==> src/rtl/ddr_rd_pkg.sv <==
package ddr_rd_pkg;
  localparam int CAS_LAT    = 3;
  localparam int RAM_LAT    = 1;
  localparam int ADDR_LEAD  = CAS_LAT - RAM_LAT - 1;
  localparam int MAX_BL_LOG = 3;
  localparam int MAX_PAIRS  = 1 << (MAX_BL_LOG - 1);
  localparam logic [2:0] CL_CODE = 3'(CAS_LAT);

  typedef enum logic [1:0] {CMD_IDLE, CMD_MODE, CMD_READ, CMD_OTHER} cmd_e;

  typedef struct packed {
    logic [1:0] bl_log;
    logic       intlv;
  } burst_cfg_t;

  function automatic cmd_e cmd_decode(input logic sel_n, input logic row_n,
                                      input logic col_n, input logic wen_n);
    if (sel_n) return CMD_IDLE;
    case ({row_n, col_n, wen_n})
      3'b000:  return CMD_MODE;
      3'b101:  return CMD_READ;
      3'b111:  return CMD_IDLE;
      default: return CMD_OTHER;
    endcase
  endfunction
endpackage

==> src/rtl/ddr_rd_cmd_dec.sv <==
module ddr_rd_cmd_dec
  import ddr_rd_pkg::*;
#(
  parameter int BANK_W = 2,
  parameter int ADDR_W = 12
) (
  input  logic              clk,
  input  logic              rst,
  input  logic              c_sel_n,
  input  logic              c_row_n,
  input  logic              c_col_n,
  input  logic              c_wen_n,
  input  logic [BANK_W-1:0] bank_in,
  input  logic [ADDR_W-1:0] adr_in,
  output logic              rd_go,
  output burst_cfg_t        cfg,
  output logic              cfg_err
);
  localparam int HI_W = ADDR_W - 9;

  cmd_e            cmd;
  logic [2:0]      f_bl;
  logic            f_bt;
  logic [2:0]      f_cl;
  logic [1:0]      f_om;
  logic [HI_W-1:0] f_hi;
  logic            legal;

  assign cmd   = cmd_decode(c_sel_n, c_row_n, c_col_n, c_wen_n);
  assign f_bl  = adr_in[2:0];
  assign f_bt  = adr_in[3];
  assign f_cl  = adr_in[6:4];
  assign f_om  = adr_in[8:7];
  assign f_hi  = adr_in[ADDR_W-1:9];
  assign rd_go = (cmd == CMD_READ);

  always_comb begin
    legal = (f_bl == 3'd1) || (f_bl == 3'd2) || (f_bl == 3'd3);
    legal = legal && (f_cl == CL_CODE) && !f_om[1] && (f_hi == '0);
  end

  always_ff @(posedge clk) begin
    if (rst) begin
      cfg     <= '{bl_log: 2'd1, intlv: 1'b0};
      cfg_err <= 1'b0;
    end else if (cmd == CMD_MODE && bank_in == '0) begin
      if (legal) begin
        cfg     <= '{bl_log: f_bl[1:0], intlv: f_bt};
        cfg_err <= 1'b0;
      end else begin
        cfg_err <= 1'b1;
      end
    end
  end
endmodule

==> src/rtl/ddr_rd_burst_seq.sv <==
module ddr_rd_burst_seq
  import ddr_rd_pkg::*;
#(
  parameter int COL_W  = 10,
  parameter int BANK_W = 2
) (
  input  logic              clk,
  input  logic              rst,
  input  logic              rd_go,
  input  logic [COL_W-1:0]  col_in,
  input  logic [BANK_W-1:0] bank_in,
  input  burst_cfg_t        cfg,
  output logic              rd_en,
  output logic [BANK_W-1:0] rd_bank,
  output logic [COL_W-1:0]  rd_col_even,
  output logic [COL_W-1:0]  rd_col_odd,
  output logic              pre_tick
);
  localparam int PH_W = $clog2(ADDR_LEAD + MAX_PAIRS + 1);
  localparam int PW   = $clog2(MAX_PAIRS);
  localparam logic [PH_W-1:0] FIRST_PH = PH_W'(ADDR_LEAD - 1);
  localparam logic [PH_W-1:0] PRE_PH   = PH_W'(CAS_LAT - 2);

  logic              busy;
  logic [PH_W-1:0]   phase;
  logic [PH_W-1:0]   rel;
  logic [PH_W-1:0]   n_pairs;
  logic [COL_W-1:0]  st_col;
  logic [BANK_W-1:0] st_bank;
  burst_cfg_t        st_cfg;
  logic              issue;
  logic [MAX_BL_LOG-1:0] beat0;

  function automatic logic [COL_W-1:0] beat_col(input logic [COL_W-1:0] c,
                                                input burst_cfg_t bc,
                                                input logic [MAX_BL_LOG-1:0] i);
    logic [COL_W-1:0] mask;
    logic [COL_W-1:0] off;
    logic [COL_W-1:0] nxt;
    mask = (COL_W'(1) << bc.bl_log) - COL_W'(1);
    off  = c & mask;
    nxt  = bc.intlv ? (off ^ COL_W'(i)) : (off + COL_W'(i));
    return (c & ~mask) | (nxt & mask);
  endfunction

  assign n_pairs  = PH_W'(1) << (st_cfg.bl_log - 2'd1);
  assign rel      = phase - FIRST_PH;
  assign issue    = busy && (rel < n_pairs);
  assign beat0    = {rel[PW-1:0], 1'b0};
  assign pre_tick = busy && (phase == PRE_PH);

  always_ff @(posedge clk) begin
    if (rst) begin
      busy        <= 1'b0;
      phase       <= '0;
      st_col      <= '0;
      st_bank     <= '0;
      st_cfg      <= '{bl_log: 2'd1, intlv: 1'b0};
      rd_en       <= 1'b0;
      rd_bank     <= '0;
      rd_col_even <= '0;
      rd_col_odd  <= '0;
    end else begin
      rd_en <= issue;
      if (issue) begin
        rd_bank     <= st_bank;
        rd_col_even <= beat_col(st_col, st_cfg, beat0);
        rd_col_odd  <= beat_col(st_col, st_cfg, beat0 | MAX_BL_LOG'(1));
      end
      if (!busy) begin
        if (rd_go) begin
          busy    <= 1'b1;
          phase   <= '0;
          st_col  <= col_in;
          st_bank <= bank_in;
          st_cfg  <= cfg;
        end
      end else if (rel == n_pairs) begin
        busy <= 1'b0;
      end else begin
        phase <= phase + PH_W'(1);
      end
    end
  end
endmodule

==> src/rtl/ddr_rd_dq_out.sv <==
module ddr_rd_dq_out
  import ddr_rd_pkg::*;
#(
  parameter int DW = 8
) (
  input  logic          clk,
  input  logic          rst,
  input  logic          rd_en,
  input  logic          pre_tick,
  input  logic [DW-1:0] rdata_even,
  input  logic [DW-1:0] rdata_odd,
  output logic [DW-1:0] out_rise,
  output logic [DW-1:0] out_fall,
  output logic          out_valid,
  output logic          stb_pre,
  output logic          stb_post
);
  logic [RAM_LAT-1:0] vld_sr;
  logic               data_vld;

  assign data_vld = vld_sr[RAM_LAT-1];

  always_ff @(posedge clk) begin
    if (rst) begin
      vld_sr    <= '0;
      out_rise  <= '0;
      out_fall  <= '0;
      out_valid <= 1'b0;
      stb_pre   <= 1'b0;
      stb_post  <= 1'b0;
    end else begin
      vld_sr[0] <= rd_en;
      for (int i = 1; i < RAM_LAT; i++) vld_sr[i] <= vld_sr[i-1];
      out_valid <= data_vld;
      out_rise  <= data_vld ? rdata_even : '0;
      out_fall  <= data_vld ? rdata_odd  : '0;
      stb_pre   <= pre_tick;
      stb_post  <= out_valid && !data_vld;
    end
  end
endmodule

==> src/rtl/ddr_rd_path.sv <==
module ddr_rd_path
  import ddr_rd_pkg::*;
#(
  parameter int BANK_W = 2,
  parameter int ADDR_W = 12,
  parameter int COL_W  = 10,
  parameter int DW     = 8
) (
  input  logic              clk,
  input  logic              rst,
  input  logic              c_sel_n,
  input  logic              c_row_n,
  input  logic              c_col_n,
  input  logic              c_wen_n,
  input  logic [BANK_W-1:0] bank_in,
  input  logic [ADDR_W-1:0] adr_in,
  output logic              rd_en,
  output logic [BANK_W-1:0] rd_bank,
  output logic [COL_W-1:0]  rd_col_even,
  output logic [COL_W-1:0]  rd_col_odd,
  input  logic [DW-1:0]     rdata_even,
  input  logic [DW-1:0]     rdata_odd,
  output logic [DW-1:0]     out_rise,
  output logic [DW-1:0]     out_fall,
  output logic              out_valid,
  output logic              stb_pre,
  output logic              stb_post,
  output logic              cfg_err
);
  logic       rd_go;
  logic       pre_tick;
  burst_cfg_t cfg;

  ddr_rd_cmd_dec #(.BANK_W(BANK_W), .ADDR_W(ADDR_W)) u_dec (
    .clk(clk), .rst(rst),
    .c_sel_n(c_sel_n), .c_row_n(c_row_n), .c_col_n(c_col_n), .c_wen_n(c_wen_n),
    .bank_in(bank_in), .adr_in(adr_in),
    .rd_go(rd_go), .cfg(cfg), .cfg_err(cfg_err)
  );

  ddr_rd_burst_seq #(.COL_W(COL_W), .BANK_W(BANK_W)) u_seq (
    .clk(clk), .rst(rst), .rd_go(rd_go),
    .col_in(adr_in[COL_W-1:0]), .bank_in(bank_in), .cfg(cfg),
    .rd_en(rd_en), .rd_bank(rd_bank),
    .rd_col_even(rd_col_even), .rd_col_odd(rd_col_odd),
    .pre_tick(pre_tick)
  );

  ddr_rd_dq_out #(.DW(DW)) u_out (
    .clk(clk), .rst(rst), .rd_en(rd_en), .pre_tick(pre_tick),
    .rdata_even(rdata_even), .rdata_odd(rdata_odd),
    .out_rise(out_rise), .out_fall(out_fall), .out_valid(out_valid),
    .stb_pre(stb_pre), .stb_post(stb_post)
  );
endmodule

==> config.mk <==
export PLATFORM = sky130hd
export DESIGN_NAME = ddr_rd_path
export DESIGN_NICKNAME = d
export VERILOG_FILES = /design/src/rtl/ddr_rd_pkg.sv /design/src/rtl/ddr_rd_cmd_dec.sv /design/src/rtl/ddr_rd_burst_seq.sv /design/src/rtl/ddr_rd_dq_out.sv /design/src/rtl/ddr_rd_path.sv
export SDC_FILE = /design/constraint.sdc
export NUM_CORES = 1
export LEC_CHECK = 0
export BUFFER_PORTS_ARGS = -buffer_cell sky130_fd_sc_hd__buf_2
export CAP_MARGIN = 20
export CORE_MARGIN = 3
export CORE_UTILIZATION = 41
export CTS_BUF_LIST = sky130_fd_sc_hd__clkbuf_2 sky130_fd_sc_hd__clkbuf_4 sky130_fd_sc_hd__clkbuf_8
export CTS_CLUSTER_DIAMETER = 60
export DETAILED_ROUTE_END_ITERATION = 8
export PLACE_DENSITY = 0.79
export SETUP_SLACK_MARGIN = 0.1
export SYNTH_ARGS = -nofsm -noshare
export SYNTH_HDL_FRONTEND = slang
export SYNTH_SLANG_ARGS = --single-unit
==> constraint.sdc <==
create_clock -name clk -period 2.7 [get_ports clk]
set_input_delay 0 -clock clk [delete_from_list [all_inputs] [get_ports clk]]
set_output_delay 0 -clock clk [all_outputs]
set_load 0.005 [all_outputs]
==> results.md <==
- Maximum Capacitance Violations: 0
- Layout area overhead: 37.8%
- Filler cells: 507
- Drt drc: 0
- Synth area leader: dfxtp_1
- Layout Cells excl Fill: 459
- Slowest-stage cell, CP: fa_1
- Hold path cells: 2
- Post-Syn Nets: 317
- Vias in the first global route: 2,095
- Placed Cells: 413
- Total global routing overflow: 0
- Register bit count reported by yosys: 66
- RSZ-0062 raised after global routing: false
- YS warnings: 0
- Tcrit/Tclk final: 90.4%
- FF-to-FF Start: u_seq.st_cfg[2]
- Synth Area per Inst: 9.57 um2
- Worst skew pair latency: 340 ps
- Final ANT Viol Nets: 0
- DP HPWL: 3900 um
- Setup CP Type: flip-flop to flip-flop
- Status: completed
- Worst reg-to-reg path cell count: 9
- # setup viols final: 0
- Fmax: 410 MHz
- Largest net degree at the start of global routing: 51
- Worst Hold Launch: rst
- End of the worst hold path: u_out.out_valid
- Layout cell share with drive strength beyond 1: 27.6%
- Final hold vios: 0
- DR vias/cell: 4.87
- Async SR Flop Fraction: 0%
- Power Dens Cells: 550 nW/um2
- CTS Buf Count: 9
- Gr usage total: 16.9%
- Vias: 2,234
- Most common cell in the netlist: dfxtp_1
- Die Area: 7290 um2
- CTS tree: done
- Routed WL: 5960 um
- CP endpoint kind: flip-flop
- CP startpoint kind: flip-flop
- Overall power: 1.96 mW
- Critical Path RT: 2960 ps
- Worst-Margin Slew: 780 ps
- Synth area leaders: dfxtp_1 51%, mux2i_1 6.2%, nand2_1 4.8%
- First-pass GRT wire length: 9670 um
- Worst-path clk slew: 70 ps
- Die X: 85.4 um
- Flop-to-flop setup slack: 260 ps
- PortBufs: 78
- Post-synth EDFFs: 0
- Synthesized cell area: 2580 um2
- RD Place Congestion: 0.822
- Core Region: 6030 um2
- N_diodes: 0
- Minimum clock period: 2440 ps
- Distinct cells, synth: 38
- Fin. max-slew vios: 0
- Top FF cell, synth: dfxtp_1
- Delay-heaviest family, CP: adder cells
- Critical-path cell list: or2_2, ha_4, nor2b_1, ha_1, fa_1, nor3b_1, a41oi_1, xor2_1, a211oi_1
- H-tree Lvls: 3
- Initial antenna violation count: 0
- Die height: 85.4 um
- Initial DRC count: 97
- Worst clock skew: 6.43 ps
- DRT Pass-1 Iters: 4
- Yosys top cell area share: 51.1%
- Nets: 426
- Crit Path Max Fanout: 10
- VDD IR-drop max: 0.000389 V
- Post-synth top cells: 66 x dfxtp_1, 33 x nand2_1, 28 x nor2_1
- Slowest stage delay, CP: 400 ps
- Clock Tree Buf Depth: 2
- WHS: 19.2 ps
- WP data arrival: 2700 ps
- Clk sinks: 66
- Crit. Startpoint: u_seq.st_cfg[2]
- Clk root buf: clkbuf_8
- WL per Instance: 13.0 um
- Initial Util: 42.9%
- Reg-to-reg endpoint: u_seq.rd_col_odd[3]
- Static Leak: 1.53 nW
- Slew Limit Headroom: 47.9%
- I/O Pins: 79
- Sequential fraction of the synthesis area: 51.1%
- Post-route setup TNS: 0 ps
- Post-Synthesis Cells: 270
- Row count: 28
- WP buf/inv: 0
- Hold WC Path Type: input port to flip-flop
## routing by layer
metal	global-route usage, %	wire length [um]	part of all wire, %	vias up
li1	-	-	-	1133
met1	19.8	2660	45	1015
met2	28.0	2800	47	76
met3	5.53	417	7.0	10
met4	7.34	82	1.4	0
met5	0	0	0	-
## worst max-delay path by stage
stage | endpoint | slack, ps | depth (start not counted)
after floorplan | u_seq.rd_col_odd[3] | 230 | 10
after global placement | u_seq.rd_col_odd[3] | 240 | 9
after detailed placement | u_seq.rd_col_odd[3] | 200 | 9
after CTS | u_seq.rd_col_odd[3] | 190 | 9
after global routing | u_seq.rd_col_odd[3] | 100 | 9
final | u_seq.rd_col_odd[3] | 260 | 9
## kinds of logic after synthesis
family                   count (synthesis)  share of synthesized area (%)
AO/OA/AOI/OAI                           41                           9.69
flip-flops                              66                           51.1
multiplexers                            16                           6.20
AND/OR/NAND/NOR                        112                           22.3
XOR/XNOR                                 6                           2.03
buffers and inverters                   18                           2.76
adder cells (fa/ha/maj)                 11                           5.91
## cell type report
cell class | instances | area (um2) | share of cell area [%]
sequential | 66 | 1320 | 37.2
multi-input combinational | 186 | 1200 | 33.8
clock inverter | 5 | 52.6 | 1.48
inverter | 4 | 15.0 | 0.422
clock buffer | 11 | 151 | 4.25
tap | 75 | 93.8 | 2.64
timing repair buffer | 112 | 721 | 20.2
## where the power goes
group	internal, mW	leakage [nW]	switching (mW)
registers	0.985	0.533	0.00905
clock network	0.471	0.105	0.363
logic	0.0739	0.896	0.0575
total	1.53	1.53	0.429
## flip-flops by register name, summed over array words and instances, names as in the netlist, 2 cells and up
register           flops
u_seq.rd_col_even     10
u_seq.rd_bank          2
u_seq.st_col          10
u_dec.cfg              3
u_seq.st_bank          2
u_out.out_rise         8
u_seq.phase            3
u_seq.st_cfg           3
u_out.out_fall         8
u_seq.rd_col_odd      10
## metrics by stage
step	worst slack, ps	instance area, um2	utilization (%)
2_1_floorplan	232	2580	-
3_3_place_gp	239	3040	50.5
3_5_place_dp	200	3040	50.5
4_1_cts	187	3550	58.8
5_1_grt	98.7	3560	59.1
6_report	260	3560	59.1
## cell usage in the layout, fill, tap and decap left out, types with 8 or more instances in the layout
master | synthesis | layout
nand2_1 | 33 | 33
ha_1 | 9 | 8
clkbuf_8 | 0 | 11
a21oi_1 | 24 | 24
nor2_1 | 28 | 28
and2_1 | 16 | 16
dfxtp_1 | 66 | 64
dlygate4sd3_1 | 0 | 30
mux2i_1 | 16 | 16
buf_2 | 3 | 78
## worst reg2reg max path, stage by stage, from the launching register on
cell      delay, ps
dfxtp_2         360
or2_2           320
ha_4            290
nor2b_1          70
ha_1            240
fa_1            400
nor3b_1         160
a41oi_1         210
xor2_1           90
a211oi_1        210
## what timing repair did
item	4_1_cts	5_1_grt
gates resized for setup	0	3
endpoints found under the setup margin	0	1
hold endpoints to repair	32	0
buffers inserted	0	0
hold buffers	30	0
No activity file was read; power rests on OpenSTA's default activity.
